===== src/rtl/cfg_bank_pkg.sv =====
// Shared constants for the fuse-backed configuration bank.
// Assumes an 8-bit command byte with the bit positions listed here.
package cfg_bank_pkg;
    localparam int BYTE_W    = 8;
    localparam int CMD_PROG  = 7;   // start fuse programming (pulse)
    localparam int CMD_FAULT = 6;   // clear fault on write, fault on read
    localparam int CMD_SRST  = 5;   // soft reset (pulse)
    localparam int CMD_SWOFF = 4;   // switches-off flag

    typedef struct packed {
        logic prog;
        logic clr_fault;
        logic srst;
        logic swoff;
    } cmd_req_t;
endpackage


===== src/rtl/cfg_cmd_ctrl.sv =====
// Command byte state: select bits, switches-off and sticky fault.
// Decodes the self-clearing actions and issues a one-cycle program enable.
// Assumes shdn and rst_n outrank bus writes; soft reset outranks all other bits.
module cfg_cmd_ctrl
    import cfg_bank_pkg::*;
#(
    parameter int NUM_SEL   = 3,
    parameter bit FORCE_OTP = 1'b0
) (
    input  logic               clk,
    input  logic               rst_n,
    input  logic               shdn,
    input  logic               cmd_wr,
    input  logic [BYTE_W-1:0]  cmd_wdata,
    input  logic               lock,
    input  logic               vpp_ok,
    output logic [NUM_SEL-1:0] sel_q,
    output logic               swoff_q,
    output logic               fault_q,
    output logic               prog_en,
    output logic [NUM_SEL-1:0] prog_mask,
    output logic               soft_rst
);
    cmd_req_t           req;
    logic               wr_ok;
    logic               prog_bad;
    logic [NUM_SEL-1:0] new_sel;

    // Split the written byte into its action bits.
    always_comb begin
        req.prog      = cmd_wdata[CMD_PROG];
        req.clr_fault = cmd_wdata[CMD_FAULT];
        req.srst      = cmd_wdata[CMD_SRST];
        req.swoff     = cmd_wdata[CMD_SWOFF];
    end

    // Select bits taken from the write, or held at zero in the fixed variant.
    generate
        if (FORCE_OTP) begin : g_fixed
            assign new_sel = '0;
        end else begin : g_prog
            assign new_sel = cmd_wdata[NUM_SEL-1:0];
        end
    endgenerate

    // Qualify the write and classify the programming request.
    always_comb begin
        wr_ok     = rst_n && !shdn && cmd_wr;
        soft_rst  = wr_ok && req.srst;
        prog_bad  = wr_ok && !req.srst && req.prog && (lock || !vpp_ok);
        prog_en   = wr_ok && !req.srst && req.prog && !lock && vpp_ok;
        prog_mask = new_sel;
    end

    // Command state register, with a clear on reset, shutdown or soft reset.
    always_ff @(posedge clk) begin
        if (!rst_n || shdn || soft_rst) begin
            sel_q   <= '0;
            swoff_q <= 1'b0;
            fault_q <= 1'b0;
        end else if (wr_ok) begin
            sel_q   <= new_sel;
            swoff_q <= req.swoff;
            if (prog_bad)
                fault_q <= 1'b1;
            else if (req.clr_fault)
                fault_q <= 1'b0;
        end
    end
endmodule


===== src/rtl/cfg_otp_array.sv =====
// Behavioural fuse array: one byte per entry, bits only ever set.
// Assumes the power-on contents are given by INIT and are not cleared by reset.
module cfg_otp_array
    import cfg_bank_pkg::*;
#(
    parameter int                        NUM_BYTES = 3,
    parameter logic [NUM_BYTES*8-1:0]    INIT      = '0
) (
    input  logic                         clk,
    input  logic                         prog_en,
    input  logic [NUM_BYTES-1:0]         prog_mask,
    input  logic [NUM_BYTES*BYTE_W-1:0]  src_flat,
    output logic [NUM_BYTES*BYTE_W-1:0]  otp_flat
);
    generate
        for (genvar i = 0; i < NUM_BYTES; i++) begin : g_byte
            logic [BYTE_W-1:0] fuse_q = INIT[i*BYTE_W +: BYTE_W];

            // Burn the register byte into this fuse byte when it is targeted.
            always_ff @(posedge clk) begin
                if (prog_en && prog_mask[i])
                    fuse_q <= fuse_q | src_flat[i*BYTE_W +: BYTE_W];
            end

            assign otp_flat[i*BYTE_W +: BYTE_W] = fuse_q;
        end
    endgenerate
endmodule


===== src/rtl/cfg_sel_mux.sv =====
// Per-byte steering between the fuse copy and the register copy.
// Assumes the select bit for byte i sits at index i.
module cfg_sel_mux
    import cfg_bank_pkg::*;
#(
    parameter int NUM_BYTES = 3
) (
    input  logic [NUM_BYTES-1:0]        sel,
    input  logic [NUM_BYTES*BYTE_W-1:0] otp_flat,
    input  logic [NUM_BYTES*BYTE_W-1:0] reg_flat,
    output logic [NUM_BYTES*BYTE_W-1:0] cfg_flat
);
    generate
        for (genvar i = 0; i < NUM_BYTES; i++) begin : g_byte
            assign cfg_flat[i*BYTE_W +: BYTE_W] = sel[i] ? reg_flat[i*BYTE_W +: BYTE_W]
                                                         : otp_flat[i*BYTE_W +: BYTE_W];
        end
    endgenerate
endmodule


===== src/rtl/cfg_shadow_bank.sv =====
// Top of the fuse-backed configuration bank: register copies, command byte,
// fuse array, steering and the registered read port.
// Assumes NUM_CFG <= 3 so the select bits fit in command bits 2:0.
module cfg_shadow_bank
    import cfg_bank_pkg::*;
#(
    parameter int                     NUM_CFG   = 3,
    parameter int                     ADDR_W    = 3,
    parameter int                     CMD_ADDR  = 4,
    parameter int                     LOCK_BYTE = 2,
    parameter int                     LOCK_BIT  = 6,
    parameter bit                     FORCE_OTP = 1'b0,
    parameter logic [NUM_CFG*8-1:0]   OTP_INIT  = 24'h00_35_A1
) (
    input  logic                      clk,
    input  logic                      rst_n,
    input  logic                      shdn,
    input  logic                      vpp_ok,
    input  logic                      bus_wr,
    input  logic                      bus_rd,
    input  logic [ADDR_W-1:0]         bus_addr,
    input  logic [BYTE_W-1:0]         bus_wdata,
    output logic [BYTE_W-1:0]         bus_rdata,
    output logic [NUM_CFG*BYTE_W-1:0] cfg_out,
    output logic                      sw_off,
    output logic                      prog_fault
);
    localparam int FLAT_W = NUM_CFG * BYTE_W;

    logic [FLAT_W-1:0]  reg_flat;
    logic [FLAT_W-1:0]  otp_flat;
    logic [NUM_CFG-1:0] sel_q;
    logic [NUM_CFG-1:0] prog_mask;
    logic               prog_en;
    logic               soft_rst;
    logic               cmd_wr;
    logic [BYTE_W-1:0]  rd_mux;
    logic [BYTE_W-1:0]  rdata_q;

    assign cmd_wr = bus_wr && (bus_addr == ADDR_W'(CMD_ADDR));

    // Volatile register copies, one per configuration byte.
    generate
        for (genvar i = 0; i < NUM_CFG; i++) begin : g_reg
            logic [BYTE_W-1:0] byte_q;
            always_ff @(posedge clk) begin
                if (!rst_n)
                    byte_q <= '0;
                else if (bus_wr && bus_addr == ADDR_W'(i))
                    byte_q <= bus_wdata;
            end
            assign reg_flat[i*BYTE_W +: BYTE_W] = byte_q;
        end
    endgenerate

    cfg_cmd_ctrl #(.NUM_SEL(NUM_CFG), .FORCE_OTP(FORCE_OTP)) u_cmd (
        .clk       (clk),
        .rst_n     (rst_n),
        .shdn      (shdn),
        .cmd_wr    (cmd_wr),
        .cmd_wdata (bus_wdata),
        .lock      (otp_flat[LOCK_BYTE*BYTE_W + LOCK_BIT]),
        .vpp_ok    (vpp_ok),
        .sel_q     (sel_q),
        .swoff_q   (sw_off),
        .fault_q   (prog_fault),
        .prog_en   (prog_en),
        .prog_mask (prog_mask),
        .soft_rst  (soft_rst)
    );

    cfg_otp_array #(.NUM_BYTES(NUM_CFG), .INIT(OTP_INIT)) u_otp (
        .clk       (clk),
        .prog_en   (prog_en),
        .prog_mask (prog_mask),
        .src_flat  (reg_flat),
        .otp_flat  (otp_flat)
    );

    cfg_sel_mux #(.NUM_BYTES(NUM_CFG)) u_mux (
        .sel      (sel_q),
        .otp_flat (otp_flat),
        .reg_flat (reg_flat),
        .cfg_flat (cfg_out)
    );

    // Read data selection over configuration bytes and the command byte.
    always_comb begin
        rd_mux = '0;
        for (int i = 0; i < NUM_CFG; i++)
            if (bus_addr == ADDR_W'(i))
                rd_mux = cfg_out[i*BYTE_W +: BYTE_W];
        if (bus_addr == ADDR_W'(CMD_ADDR)) begin
            rd_mux[NUM_CFG-1:0] = sel_q;
            rd_mux[CMD_SWOFF]   = sw_off;
            rd_mux[CMD_FAULT]   = prog_fault;
        end
    end

    // Registered read port, cleared by power-up or soft reset.
    always_ff @(posedge clk) begin
        if (!rst_n || soft_rst)
            rdata_q <= '0;
        else if (bus_rd)
            rdata_q <= rd_mux;
    end

    assign bus_rdata = rdata_q;
endmodule


===== config.mk =====
export PLATFORM = sky130hd
export DESIGN_NAME = cfg_shadow_bank
export DESIGN_NICKNAME = d
export VERILOG_FILES = /design/src/rtl/cfg_bank_pkg.sv /design/src/rtl/cfg_cmd_ctrl.sv /design/src/rtl/cfg_otp_array.sv /design/src/rtl/cfg_sel_mux.sv /design/src/rtl/cfg_shadow_bank.sv
export SDC_FILE = /design/constraint.sdc
export NUM_CORES = 1
export LEC_CHECK = 0
export CORE_MARGIN = 8
export CORE_UTILIZATION = 50
export DETAILED_ROUTE_END_ITERATION = 8
export PLACE_DENSITY = 0.76
export SYNTH_ARGS = -nofsm -noshare
export SYNTH_HDL_FRONTEND = slang
export SYNTH_HIERARCHICAL = 1
export SYNTH_SLANG_ARGS = --single-unit
export TNS_END_PERCENT = 30

===== constraint.sdc =====
create_clock -name clk -period 3.5 [get_ports clk]
set_input_delay 0.7 -clock clk [delete_from_list [all_inputs] [get_ports clk]]
set_output_delay 0.7 -clock clk [all_outputs]
set_load 0.01 [all_outputs]

==> summary.txt, run 1 <==
Outcome
  – Outcome: finished, final reports clean

Finish
  – Final Util: 63.7%
  – Fillers: 464
  – Total Nets Final: 329
  – Antenna diodes: 0
  – Area Growth Syn to Fin: 22.6%
  – Commonest non-fill, non-tap cell in the layout: clkdlybuf4s50_1
  – Layout cells sized above 1: 17.5%
  – Fin cells: 390
  – Seq. cell area: 0.00146 mm²
  – Area of the multi-input gates: 0.00149 mm²
  – Highest-count cells in the layout ignoring fill and taps: clkdlybuf4s50_1 (50), dfxtp_1 (37), mux2_4 (24), or2_1 (24), edfxtp_1 (24)

Global routing
  – Total grt overflow: 0
  – Antenna violations before repair: 0
  – GR Util All Layers: 17.0%
  – Global-route wire length before repair: 11.2 mm
  – Vias in the first global route: 2102
  – Largest net degree at the start of global routing: 28

Placement
  – Pre-CTS setup slack: 0.650 ns
  – DP HPWL: 5.41 mm
  – IO buf count: 50
  – Placed cell count: 376
  – Final RePlAce weighted congestion: 0.836

Logic synthesis
  – YS warnings: 6
  – Top cell type's share of synthesized area: 24.1%
  – Post-synthesis instance total: 262
  – Synth area leaders: dfxtp_1 (24%), edfxtp_1 (23%), mux2_4 (12%), mux2i_1 (5.2%), or2_1 (4.9%)
  – Yosys reg bits: 61
  – Synth Flop Type: dfxtp_1
  – Post-synth top area cell: dfxtp_1
  – Mapped cell area: 0.00308 mm²
  – Register area share after synthesis: 47.5%
  – Synth async-reset ratio: 0%
  – Post-synth EDFFs: 24
  – Mapped Nets: 279
  – Post-synth cell types: 32
  – Syn avg cell area: 11.8 µm²

Clocking
  – CTS root buf: clkbuf_8
  – Post-CTS Hold Buffers: 0
  – # resized after CTS: 0
  – Sink Count: 61
  – H-tree level count: 3
  – Num CTS Buffers: 9
  – Clk slew on worst S/H paths: 0.07 ns
  – Postcts setup bufs: 0
  – Worst-Skew Late Latency: 0.33 ns
  – Max Buffers Root-to-Sink: 2
  – CTS tree: yes

Route
  – First DRT Iteration DRCs: 136
  – WL/cell: 19.1 µm
  – Pre-Repair DR Iteration Count: 4
  – Post-route ant nets: 0
  – DRC: 0
  – Post-Route WL: 7.44 mm
  – Via density: 5.44
  – Via count: 2120

Timing
  – Final worst slack: 0.878 ns
  – Final worst path period need: 2.62 ns
  – Skew final: 0.00661 ns
  – Final Setup Violations: 0
  – RSZ-0062 raised after global routing: false
  – Slew headroom: 56.7%
  – Hold Slack: 0.472 ns
  – Highest Clock Rate: 381 MHz
  – Hold Vio Cnt, Final: 0
  – Final worst-path cycle share: 74.9%
  – Setup TNS Final: 0 ns
  – Slew Viols, Final: 0
  – Slew @ Worst Pin: 0.649 ns

Setup path
  – Req. time, crit path: 2.80 ns
  – CP peak stage delay: 0.73 ns
  – CP Data Arrival Time: 1.92 ns
  – Buf+Inv Stages, Crit Path: 1
  – Cells along the critical path: mux2_4, clkdlybuf4s50_1
  – CP top delay family: flip-flops
  – Worst-path fanout max: 10
  – Type of destination of the critical path: output pin
  – Kind of critical path: reg2out
  – CP max stage cell: dfxtp_1
  – Startpoint types: flop

Floorplanning
  – Die area: 0.00893 mm²
  – IO Count: 51
  – Die H: 94.5 µm
  – Row count: 28
  – DIE WIDTH: 94.5 µm
  – Core region area: 0.00592 mm²
  – Effective utilization at floorplan: 52.0%

Power and ir drop
  – Power Density: 389 mW/mm²
  – Max VDD drop: 0.239 mV
  – Leakage dissipation: 1.33 nW

Job
  – Max Cap Viol: 0

Hold path
  – Hold WC Path Type: reg2reg
flip-flops by register name (all words and copies together) (netlist names):
name	flops
g.byte_q	24
u_otp/g_byte.fuse_q	24
bus_rdata	8
u_cmd/sel_q	3
u_cmd/fault_q	1
u_cmd/swoff_q	1
cells in the mapped netlist, types with 2 or more instances:
master and number:
clkbuf_1 3, or2_1 24, and2_1 3, a31oi_1 5, nand2b_1 6, nand3b_1 15, nand2_1 21, mux2_4 24
a21o_1 5, mux2_2 8, a22oi_1 3, a21boi_1 8, a21oi_1 7, buf_6 6, mux2i_1 16, nor2b_1 18
nor2_1 2, dfxtp_1 37, edfxtp_1 24, buf_2 3, buf_4 5, o21ai_0 8, nor4bb_1 2
worst register-to-register path: stages, from the launching register on:
cell	delay [ns]
dfxtp_1	0.72
mux2_4	0.37
mux2_2	0.29
a22oi_1	0.19
a21oi_1	0.10
metal layers:
layer  global-route usage (%)  wire (µm)
met1                     21.2       3380
met2                     26.7       3500
met3                     3.25        368
met4                     10.1        193
met5                        0          0
final cells by class:
cell class	instances	area share, %
Clock inverter	2	0.928
Multi-Input combinational cell	183	39.5
Inverter	1	0.0995
Tap cell	75	2.49
Clock buffer	12	3.85
Sequential cell	61	38.7
Timing Repair Buffer	56	14.5
cell families (layout without fill, tap and decap cells):
| group | count (synthesis) | after routing | share of synthesized area, % |
|---|---|---|---|
| mux | 48 | 48 | 19.8 |
| flops | 61 | 61 | 47.5 |
| simple gates | 97 | 97 | 20.2 |
| compound gates | 38 | 38 | 8.13 |
| buf+inv | 18 | 71 | 4.39 |
through the flow:
stage	area, µm²	power [mW]
after floorplan	3080	0.829
after global placement	3590	0.881
after detailed placement	3590	0.884
after CTS	3770	1.47
after global routing	3770	1.51
final	3770	1.47
report_power, final:
group / total (mW) / switching [mW] / internal, mW
Sequential: 0.753 / 0.00802 / 0.745
Clock: 0.599 / 0.259 / 0.340
Combinational: 0.115 / 0.0552 / 0.0601
Total: 1.47 / 0.322 / 1.15
path summary, 6_finish.rpt:
| path | depth (start not counted) | slack (ns) | start | end |
|---|---|---|---|---|
| worst min-delay path | 2 | 0.47 | g_reg[0].byte_q[3] | g_reg[0].byte_q[3] |
| worst max register to register | 4 | 1.70 | u_cmd/sel_q[1] | bus_rdata[3] |
| worst min register to register | 2 | 0.47 | g_reg[0].byte_q[3] | g_reg[0].byte_q[3] |
| worst max-delay path | 2 | 0.88 | u_cmd/sel_q[0] | cfg_out[5] |
No activity file was read; power rests on OpenSTA's default activity.
==> run 2, diff against run 1 <==
Settings changed: CORE_UTILIZATION 50 to 48.
Clock period 3.5 ns to 2.4 ns, I/O delays scaled along.
==> run 2 against run 1 <==
- register-to-register slack got worse by 0.90 ns
- non-clock buffer count increased by 15
- final cell count increased by 4.9%
- sequential share of layout area decreased by 1.5 points
- clock power increased by 49%
- total power increased by 48%
- clock skew increased by 0.0040 ns
==> summary.txt, run 2 (synthesis gave the netlist of run 1 again) <==
Outcome
  – Outcome: finished, final reports clean

Setup path
  – Startpoint types: flop
  – Worst-path fanout max: 9 (-1)
  – Kind of critical path: reg2out
  – Origin of the critical flop-to-flop path: u_cmd/sel_q[0]
  – Reg2Reg Setup Slack: 0.80 ns (-0.90 ns)
  – CP top delay family: buffers and inverters
  – Cells along the critical path: buf_4, mux2_4, clkdlybuf4s50_1
  – R2R depth: 5 (+1)
  – Critical path origin: u_cmd/sel_q[2]
  – CP max stage cell: clkdlybuf4s50_1
  – CP peak stage delay: 0.49 ns (-0.24 ns)
  – FF-to-FF End: bus_rdata[3]
  – Req. time, crit path: 1.92 ns (-0.88 ns)
  – Type of destination of the critical path: output pin
  – Buf+Inv Stages, Crit Path: 2 (+1)
  – CP Data Arrival Time: 1.72 ns (-0.20 ns)

Global routing
  – GR Util All Layers: 16.9% (-0.062 points)
  – Antenna violations before repair: 0 (unchanged)
  – Largest net degree at the start of global routing: 28 (unchanged)
  – Global-route wire length before repair: 11.6 mm (+2.7%)
  – Total grt overflow: 0 (unchanged)
  – Vias in the first global route: 2122 (+0.95%)

Route
  – Via count: 2208 (+4.2%)
  – Via density: 5.40 (-0.69%)
  – Max Used Layer: met4
  – Wl on met1: 3.37 mm (-0.41%)
  – DRC: 0 (unchanged)
  – First DRT Iteration DRCs: 175 (+29%)
  – WL/cell: 18.6 µm (-2.4%)
  – Post-Route WL: 7.61 mm (+2.3%)
  – WL met3: 433 µm (+18%)
  – Post-route ant nets: 0 (unchanged)
  – Met2 WL: 3.62 mm (+3.6%)
  – Pre-Repair DR Iteration Count: 4 (unchanged)

Clocking
  – Sink Count: 61 (unchanged)
  – Worst-Skew Late Latency: 0.33 ns (about the same)
  – Max Buffers Root-to-Sink: 2 (unchanged)
  – H-tree level count: 3 (unchanged)
  – Clk slew on worst S/H paths: 0.07 ns (about the same)
  – Num CTS Buffers: 9 (unchanged)
  – CTS root buf: clkbuf_8
  – CTS tree: yes

Timing
  – Final worst-path cycle share: 91.8%
  – RSZ-0062 raised after global routing: false
  – Slew @ Worst Pin: 0.454 ns (-0.195 ns)
  – Final worst path period need: 2.20 ns
  – Final worst slack: 0.197 ns (-0.681 ns)
  – Final Setup Violations: 0 (unchanged)
  – Slew Viols, Final: 0 (unchanged)
  – Hold Vio Cnt, Final: 0 (unchanged)
  – Skew final: 0.0106 ns (+0.00403 ns)
  – Highest Clock Rate: 454 MHz
  – Slew headroom: 69.6% (+13 points)

Placement
  – Final RePlAce weighted congestion: 0.830 (-0.74%)
  – Pre-CTS setup slack: -0.0542 ns (-0.704 ns)
  – Placed inst area: 0.00373 mm² (+3.9%)
  – DP HPWL: 5.59 mm (+3.3%)
  – IO buf count: 50 (unchanged)

Finish
  – Area Growth Syn to Fin: 27.5%
  – Antenna diodes: 0 (unchanged)
  – Highest-count cells in the layout ignoring fill and taps: clkdlybuf4s50_1 (50), dfxtp_1 (36), mux2_4 (24), or2_1 (24), edfxtp_1 (24)
  – Fillers: 481 (+3.7%)
  – Area of the multi-input gates: 0.00149 mm² (unchanged)
  – Total Nets Final: 344 (+4.6%)
  – Layout cells sized above 1: 22.0% (+4.5 points)
  – Commonest non-fill, non-tap cell in the layout: clkdlybuf4s50_1
  – Seq. cell area: 0.00146 mm² (about the same)
  – Final Instance Area: 0.00393 mm² (+4.1%)

Floorplanning
  – Die H: 96.1 µm (+1.7%)
  – IO Count: 51 (unchanged)
  – Row count: 29 (+3.6%)
  – Die area: 0.00923 mm² (+3.5%)
  – Effective utilization at floorplan: 49.1% (-3.0 points)
  – DIE WIDTH: 96.1 µm (+1.7%)
  – Core region area: 0.00628 mm² (+6.0%)

Hold path
  – Hold Path Sink: g_reg[0].byte_q[5]
  – Hold Path Depth: 2 (unchanged)
  – Hold WC Path Type: reg2reg
  – Min-Delay Startpoint: g_reg[0].byte_q[5]

Power and ir drop
  – Max VDD drop: 0.483 mV (+100%)
  – Leakage dissipation: 1.42 nW (+6.5%)
  – Total Power: 2.17 mW (+48%)
  – Power Density: 553 mW/mm² (+42%)

Job
  – Max Cap Viol: 0 (unchanged)
-- run 2: cell types whose count changed in the layout (fill, tap and decap cells not counted), sizes merged --
cell      previous run  this run
clkbuf              12        11
clkinv               1         3
buf                  6        21
clkinvlp             0         1
-- run 2: layout make-up --
class | instances | share of cell area (%)
Sequential cell | 61 | 37.2
Timing Repair Buffer | 71 | 17.4
Clock inverter | 5 | 1.31
Tap cell | 77 | 2.45
Clock buffer | 11 | 3.60
Inverter | 1 | 0.0956
Multi-Input combinational cell | 183 | 37.9
-- run 2: repair_timing --
item | in CTS | in global routing
hold buffers | 0 | 0
buffers inserted | 0 | 0
endpoints found under the setup margin | 0 | 1
resized for setup | 0 | 1
endpoints found under the hold margin | 0 | 0
-- run 2: worst max-delay path by stage --
stage | depth (start not counted) | slack, ns | endpoint
after floorplan | 7 | 0.24 | u_otp/g_byte[0].fuse_q[0]
final | 3 | 0.20 | cfg_out[19]
after CTS | 2 | 0.05 | cfg_out[15]
after global placement | 7 | -0.07 | u_otp/g_byte[2].fuse_q[2]
after detailed placement | 7 | -0.05 | u_otp/g_byte[2].fuse_q[6]
after global routing | 3 | 0.14 | cfg_out[19]
-- run 2: routing by layer --
| metal | GRT usage [%] | up-vias |
|---|---|---|
| met3 | 3.51 | 15 |
| met5 | 0 | - |
| li1 | - | 1057 |
| met4 | 8.83 | 0 |
| met1 | 20.6 | 1068 |
| met2 | 27.5 | 68 |
-- run 2: per-stage QoR --
stage	std cells	setup TNS (ns)	hold WS (ns)	utilization (%)
2_1_floorplan	262	0	0.443	-
3_3_place_gp	393	-1.56	0.451	59.5
3_5_place_dp	393	-1.15	0.460	59.5
4_1_cts	409	0	0.469	62.5
5_1_grt	409	0	0.493	62.6
6_report	409	0	0.467	62.6
-- run 2: tightest hold or removal path: stages (launching register included) --
cell	delay, ns
dfxtp_1	0.32
nand2_1	0.05
a21boi_1	0.05
-- run 2: report_power, final --
part / internal, mW / switching (mW) / total, mW
clock: 0.501 / 0.394 / 0.895
combinational: 0.0950 / 0.0838 / 0.179
sequential: 1.09 / 0.0110 / 1.10
